--- src/rtl/lum_pkg.sv ---
package lum_pkg;

    typedef enum logic [1:0] {
        TRK_IDLE = 2'd0,
        TRK_ONE  = 2'd1,
        TRK_TWO  = 2'd2,
        TRK_MANY = 2'd3
    } trk_state_t;

    localparam int NUM_KINDS  = 6;
    localparam int KIND_TOTAL = 0;
    localparam int KIND_LEN1  = 1;
    localparam int KIND_FALL  = 4;
    localparam int KIND_RISE  = 5;
    localparam int KIND_BITS  = 3;

endpackage

--- src/rtl/lum_patgen.sv ---
module lum_patgen #(
    parameter int LANES    = 4,
    parameter int MAX_LAT  = 7,
    parameter int MASK_CYC = 8,
    parameter int LAT_W    = 3
) (
    input  logic             clk,
    input  logic             rst,
    input  logic             run_en,
    input  logic [LAT_W-1:0] lat_sel,
    input  logic [LANES-1:0] ret_i,
    output logic [LANES-1:0] pat_o,
    output logic [LANES-1:0] exp_o,
    output logic [LANES-1:0] smp_o,
    output logic             cmp_en_o
);
    localparam int DEPTH = MAX_LAT + 2;
    localparam int MW    = $clog2(MASK_CYC + 1);
    localparam logic [MW-1:0] MASK_LIM = MW'(MASK_CYC);

    function automatic logic [LANES-1:0] mk_board();
        logic [LANES-1:0] w;
        for (int i = 0; i < LANES; i++) begin
            w[i] = ((i % 2) == 0);
        end
        return w;
    endfunction

    localparam logic [LANES-1:0] BOARD = mk_board();

    logic [LANES-1:0] pat_q;
    logic             half_q;
    logic [LANES-1:0] sync1_q, sync2_q;
    logic [LANES-1:0] dly_q [DEPTH];
    logic [MW-1:0]    fill_q;

    // pattern source: holds each word two cycles while running
    always_ff @(posedge clk) begin
        if (rst || !run_en) begin
            pat_q  <= BOARD;
            half_q <= 1'b0;
        end else begin
            half_q <= ~half_q;
            if (half_q) begin
                pat_q <= ~pat_q;
            end
        end
    end

    // two-stage synchroniser on the returned lanes
    always_ff @(posedge clk) begin
        if (rst) begin
            sync1_q <= BOARD;
            sync2_q <= BOARD;
        end else begin
            sync1_q <= ret_i;
            sync2_q <= sync1_q;
        end
    end

    // expected-data delay line
    generate
        for (genvar d = 0; d < DEPTH; d++) begin : g_dly
            always_ff @(posedge clk) begin
                if (rst) begin
                    dly_q[d] <= BOARD;
                end else if (d == 0) begin
                    dly_q[d] <= pat_q;
                end else begin
                    dly_q[d] <= dly_q[(d == 0) ? 0 : d - 1];
                end
            end
        end
    endgenerate

    // start-up mask
    always_ff @(posedge clk) begin
        if (rst || !run_en) begin
            fill_q <= '0;
        end else if (fill_q != MASK_LIM) begin
            fill_q <= fill_q + 1'b1;
        end
    end

    assign pat_o    = pat_q;
    assign exp_o    = dly_q[int'(lat_sel) + 1];
    assign smp_o    = sync2_q;
    assign cmp_en_o = run_en && (fill_q == MASK_LIM);

endmodule

--- src/rtl/lum_lane_trk.sv ---
module lum_lane_trk (
    input  logic       clk,
    input  logic       rst,
    input  logic       cmp_en,
    input  logic       exp_bit,
    input  logic       smp_bit,
    output logic       ev_o,
    output logic [1:0] ev_bin_o,
    output logic       ev_fall_o,
    output logic       long_set_o
);
    import lum_pkg::*;

    trk_state_t state_q, state_d;
    logic       fall_q;
    logic       miss;

    assign miss = cmp_en && (exp_bit != smp_bit);

    always_ff @(posedge clk) begin
        if (rst) begin
            state_q <= TRK_IDLE;
            fall_q  <= 1'b0;
        end else begin
            state_q <= state_d;
            if (state_q == TRK_IDLE && miss) begin
                fall_q <= exp_bit;
            end
        end
    end

    always_comb begin
        state_d    = state_q;
        ev_o       = 1'b0;
        ev_bin_o   = 2'd0;
        long_set_o = 1'b0;
        unique case (state_q)
            TRK_IDLE: begin
                if (miss) state_d = TRK_ONE;
            end
            TRK_ONE: begin
                if (miss) begin
                    state_d = TRK_TWO;
                end else begin
                    state_d = TRK_IDLE;
                    ev_o    = 1'b1;
                end
            end
            TRK_TWO: begin
                if (miss) begin
                    state_d = TRK_MANY;
                end else begin
                    state_d  = TRK_IDLE;
                    ev_o     = 1'b1;
                    ev_bin_o = 2'd1;
                end
            end
            TRK_MANY: begin
                if (miss) begin
                    long_set_o = 1'b1;
                end else begin
                    state_d  = TRK_IDLE;
                    ev_o     = 1'b1;
                    ev_bin_o = 2'd2;
                end
            end
            default: state_d = TRK_IDLE;
        endcase
    end

    assign ev_fall_o = fall_q;

endmodule

--- src/rtl/lum_cnt_bank.sv ---
module lum_cnt_bank #(
    parameter int LANES  = 4,
    parameter int CNT_W  = 16,
    parameter int LANE_W = 2,
    parameter int ADDR_W = 5
) (
    input  logic                   clk,
    input  logic                   rst,
    input  logic                   clr,
    input  logic [LANES-1:0]       ev,
    input  logic [LANES-1:0][1:0]  bin,
    input  logic [LANES-1:0]       fall,
    input  logic [LANES-1:0]       long_set,
    input  logic [ADDR_W-1:0]      rd_addr,
    output logic [CNT_W-1:0]       rd_data,
    output logic [LANES-1:0]       long_flag
);
    import lum_pkg::*;

    logic [CNT_W-1:0] cnt_q [LANES][NUM_KINDS];
    logic [LANE_W-1:0]    lane_sel;
    logic [KIND_BITS-1:0] kind_sel;

    generate
        for (genvar l = 0; l < LANES; l++) begin : g_lane
            for (genvar k = 0; k < NUM_KINDS; k++) begin : g_kind
                logic hit;
                if (k == KIND_TOTAL) begin : g_tot
                    assign hit = ev[l];
                end else if (k == KIND_FALL) begin : g_fall
                    assign hit = ev[l] && fall[l];
                end else if (k == KIND_RISE) begin : g_rise
                    assign hit = ev[l] && !fall[l];
                end else begin : g_len
                    assign hit = ev[l] && (bin[l] == 2'(k - KIND_LEN1));
                end
                always_ff @(posedge clk) begin
                    if (rst || clr) begin
                        cnt_q[l][k] <= '0;
                    end else if (hit && (cnt_q[l][k] != '1)) begin
                        cnt_q[l][k] <= cnt_q[l][k] + 1'b1;
                    end
                end
            end
            always_ff @(posedge clk) begin
                if (rst || clr) begin
                    long_flag[l] <= 1'b0;
                end else if (long_set[l]) begin
                    long_flag[l] <= 1'b1;
                end
            end
        end
    endgenerate

    assign lane_sel = rd_addr[ADDR_W-1:KIND_BITS];
    assign kind_sel = rd_addr[KIND_BITS-1:0];

    always_comb begin
        rd_data = '0;
        for (int l = 0; l < LANES; l++) begin
            for (int k = 0; k < NUM_KINDS; k++) begin
                if (lane_sel == LANE_W'(l) && kind_sel == KIND_BITS'(k)) begin
                    rd_data = cnt_q[l][k];
                end
            end
        end
    end

endmodule

--- src/rtl/lum_monitor.sv ---
module lum_monitor #(
    parameter int LANES    = 4,
    parameter int CNT_W    = 16,
    parameter int MAX_LAT  = 7,
    parameter int MASK_CYC = 8,
    parameter int LAT_W    = $clog2(MAX_LAT + 1),
    parameter int LANE_W   = (LANES > 1) ? $clog2(LANES) : 1,
    parameter int ADDR_W   = LANE_W + lum_pkg::KIND_BITS
) (
    input  logic              clk,
    input  logic              rst,
    input  logic              run_en,
    input  logic [LAT_W-1:0]  lat_sel,
    input  logic              clr_cnt,
    input  logic [LANES-1:0]  ret_i,
    input  logic [ADDR_W-1:0] rd_addr,
    output logic [LANES-1:0]  pat_o,
    output logic [CNT_W-1:0]  rd_data,
    output logic [LANES-1:0]  long_flag_o
);
    logic [LANES-1:0]      exp_w, smp_w;
    logic                  cmp_en_w;
    logic [LANES-1:0]      ev_w, fall_w, long_w;
    logic [LANES-1:0][1:0] bin_w;

    lum_patgen #(
        .LANES(LANES), .MAX_LAT(MAX_LAT), .MASK_CYC(MASK_CYC), .LAT_W(LAT_W)
    ) patgen_i (
        .clk(clk), .rst(rst), .run_en(run_en), .lat_sel(lat_sel),
        .ret_i(ret_i), .pat_o(pat_o), .exp_o(exp_w), .smp_o(smp_w),
        .cmp_en_o(cmp_en_w)
    );

    generate
        for (genvar l = 0; l < LANES; l++) begin : g_trk
            lum_lane_trk trk_i (
                .clk(clk), .rst(rst), .cmp_en(cmp_en_w),
                .exp_bit(exp_w[l]), .smp_bit(smp_w[l]),
                .ev_o(ev_w[l]), .ev_bin_o(bin_w[l]),
                .ev_fall_o(fall_w[l]), .long_set_o(long_w[l])
            );
        end
    endgenerate

    lum_cnt_bank #(
        .LANES(LANES), .CNT_W(CNT_W), .LANE_W(LANE_W), .ADDR_W(ADDR_W)
    ) bank_i (
        .clk(clk), .rst(rst), .clr(clr_cnt), .ev(ev_w), .bin(bin_w),
        .fall(fall_w), .long_set(long_w), .rd_addr(rd_addr),
        .rd_data(rd_data), .long_flag(long_flag_o)
    );

endmodule

--- config.mk ---
export PLATFORM = sky130hd
export DESIGN_NAME = lum_monitor
export DESIGN_NICKNAME = d
export VERILOG_FILES = /design/src/rtl/lum_pkg.sv /design/src/rtl/lum_patgen.sv /design/src/rtl/lum_lane_trk.sv /design/src/rtl/lum_cnt_bank.sv /design/src/rtl/lum_monitor.sv
export SDC_FILE = /design/constraint.sdc
export NUM_CORES = 1
export LEC_CHECK = 0
export ABC_AREA = 0
export BUFFER_PORTS_ARGS = -buffer_cell sky130_fd_sc_hd__buf_2
export CORE_MARGIN = 3
export CORE_UTILIZATION = 55
export DETAILED_ROUTE_END_ITERATION = 6
export HOLD_SLACK_MARGIN = 0.06
export MAX_ROUTING_LAYER = met4
export PLACE_DENSITY = 0.75
export SLEW_MARGIN = 10
export SYNTH_ARGS = -nofsm -noshare
export SYNTH_HDL_FRONTEND = slang
export SYNTH_SLANG_ARGS = --single-unit
--- constraint.sdc ---
create_clock -name clk -period 6 [get_ports clk]
set_input_delay 1.5 -clock clk [delete_from_list [all_inputs] [get_ports clk]]
set_output_delay 1.5 -clock clk [all_outputs]
set_load 0.02 [all_outputs]
==> results_dict.tcl <==
set metrics [dict create \
    dieArea_mm2 0.0507 \
    num_rows 79 \
    numPortBuffers 39 \
    gp_congestion 1.07 \
    synth_top_area_cell "edfxtp_1" \
    syn2layout_area_growth_pct 10.5 \
    grt_pass1_vias 20600 \
    worst_slack_ps 73.0 \
    yosysTopAreaCellShare_pct 43.7 \
    layout.nets 2833 \
    ctsResizeCount 0 \
    mostFrequentLayoutCells "nor2_1, edfxtp_1, xor2_1, nand2_1, nand3_1" \
    antenna_found_initial 4 \
    cts_tree "yes" \
    syn_area_mm2 0.0264 \
    core_mm2 0.0470 \
    hpwlAfterDp_um 66000 \
    cts_sinks 453 \
    grt.total_usage_pct 35.1 \
    wl_um 87200 \
    finClkSkew_ps 14.5 \
    peakVddDrop_mv 0.258 \
    route.met2.wl_um 38400 \
    wl_met3_um 9080 \
    drv_cap 0 \
    post_drt_wl_per_cell_um 25.3 \
    cts_buffers 48 \
    clkSlewWorstSetupHoldPaths_ps 60 \
    drc 14 \
    post_cts_buffers 0 \
    status "complete, but fails checks" \
    r2r.worst_path.cells 7 \
    crit_fanout 23 \
    crit_path_start_kind "primary input" \
    postRouteAntennaNets 0 \
    postCtsHoldBufs 0 \
    root_buffer "clkbuf_16" \
    hold_viol 0 \
    worst_setup_path_end_kind "output port" \
    drt_iter0_drc 2887 \
    final_common_cell "nor2_1" \
    setup_viol_count_final 0 \
    p_per_area_mw_per_mm2 250 \
    worst_pin_slew_ps 822 \
    synthArstFlopShare_pct 0 \
    synth-seq-area-share_pct 48.9 \
    yosys_warnings 0 \
    topRoutingLayerUsed "met4" \
    htree_levels 2 \
    synth_flop_cell "edfxtp_1" \
    rsz0062_at_grt "no" \
    die_x_um 225 \
    maxSlewHeadroom_pct 44.6 \
    period_share_pct 98.8 \
    synth_edf_count 384 \
    synth-seq-cells 453 \
    clockBufferDepth 3 \
    period_minus_slack_ps 5930 \
    synth.area.top_cells "edfxtp_1, nor2_1, xor2_1" \
    ioPinCount 40 \
    start_util_pct 56.3 \
    synth_nets 2760 \
    tns_ps 0 \
    worstSetupPathType "in -> out" \
    grt_first_pass_wirelength_um 130000 \
    die_height_um 225 \
    syn-mean-instance-area_um2 9.72 \
    fmax_ghz 0.169 \
    vias 22100 \
    failed_checks "design-rule violations" \
    min_path_cells 1 \
    drt-met1-wl_um 36200 \
    grt_max_degree 59 \
    clock_latency_ps 600 \
    p_leak_nw 9.88 \
    cp.required_ps 4500 \
    syn-instance-count 2717 \
    place_ws_ps 247 \
    dr.pass1.iters 7 \
    hp-class "reg -> reg" \
    arrival_ps 4430 \
    drv_slew 0 \
    synthDistinctLibCells 77 \
    avgViaCountPerCell 6.43 \
    grt-ovfl-total 0 \
    drive_above_1_share_pct 11.3 \
]
-- final cells by class --
type	instances	area, µm²
inverters	54	203
multi-input cells	2084	12700
flip-flops and latches	453	12900
clock inverters	20	134
fillers	3864	17800
well taps	607	759
clock buffers	69	1470
repair buffers	149	1020
diodes	4	10.0
-- final timing paths --
kind,start,endpoint,slack [ps]
setup reg to reg,patgen_i.dly_q[4][2]$_SDFF_PP1_,bank_i.cnt_q[2][12]$_SDFFCE_PN0P_,2540
hold reg to reg,patgen_i.sync1_q[2]$_SDFF_PP1_,patgen_i.smp_o[2]$_SDFF_PP1_,420
setup / recovery,rd_addr[1],rd_data[0],70
hold / removal,patgen_i.sync1_q[2]$_SDFF_PP1_,patgen_i.smp_o[2]$_SDFF_PP1_,420
-- stage by stage --
stage / std cells / cell area, µm² / hold slack, ps / power [W] / utilization (%)
floorplan: 2717 / 26400 / 389 / 0.00403 / -
global placement: 3347 / 27600 / 401 / 0.00432 / 58.7
detailed placement: 3347 / 27600 / 406 / 0.00433 / 58.7
CTS: 3436 / 29200 / 418 / 0.00731 / 62.1
global route: 3439 / 29200 / 428 / 0.00749 / 62.2
finish: 3440 / 29200 / 419 / 0.00730 / 62.2
-- cells in the mapped netlist (14+ instances only) --
library cell and number:
a21oi_1 110, a221oi_1 14, a22oi_1 25, a31oi_1 23, and2_1 16, and3_1 54
and4_1 20, buf_2 26, buf_6 15, clkbuf_1 71, dfxtp_1 69, edfxtp_1 384
ha_1 27, inv_1 54, mux2_2 14, mux2i_1 21, nand2_1 205, nand3_1 161
nand4_1 66, nor2_1 524, nor2_4 16, nor2b_1 46, nor3_1 53, o211ai_1 15
o21ai_0 83, o22ai_1 28, or2_2 28, or3_1 22, xnor2_1 137, xor2_1 208
-- where the power goes --
group / internal (W) / leakage (nW) / total [W] / switching (W)
registers: 0.00352 / 4.84 / 0.00372 / 0.000199
clock network: 0.00174 / 0.797 / 0.00301 / 0.00127
logic: 0.000202 / 4.25 / 0.000570 / 0.000368
-- worst max-delay path: stages --
cell       delay, ps
buf_2            270
buf_4            270
nand2b_1         180
o21ai_0          480
a211oi_1         190
a2111oi_0        600
nand2_1          210
a21oi_1          350
o21ai_0          170
buf_2            190
-- per-layer routing --
layer  track usage [%]  vias up
met5                 -        -
met4              13.0        0
met3              6.17      209
met2              51.8     1167
met1              49.0    10900
li1                  -     9877
-- sequential cells by signal, summed over array words and instances (netlist names) --
signal	flops
bank_i.long_flag	4
g_trk.trk_i.ev_fall_o	4
patgen_i.half_q	1
patgen_i.dly_q	36
patgen_i.pat_o	4
patgen_i.sync1_q	4
g_trk.trk_i.state_q	8
bank_i.cnt_q	384
patgen_i.smp_o	4
patgen_i.fill_q	4
-- cell families (layout without fill, tap and decap cells) --
kind of cell,after synthesis,count (layout),synth area share (%)
compound gates,383,383,9.26
xor+xnor,347,347,11.6
fa+ha+maj,27,27,1.28
buf+inv,180,292,3.19
flops,453,453,48.9
mux,51,51,2.82
other cells,0,4,0
simple gates,1276,1276,23.0
No activity file was read; power rests on OpenSTA's default activity.
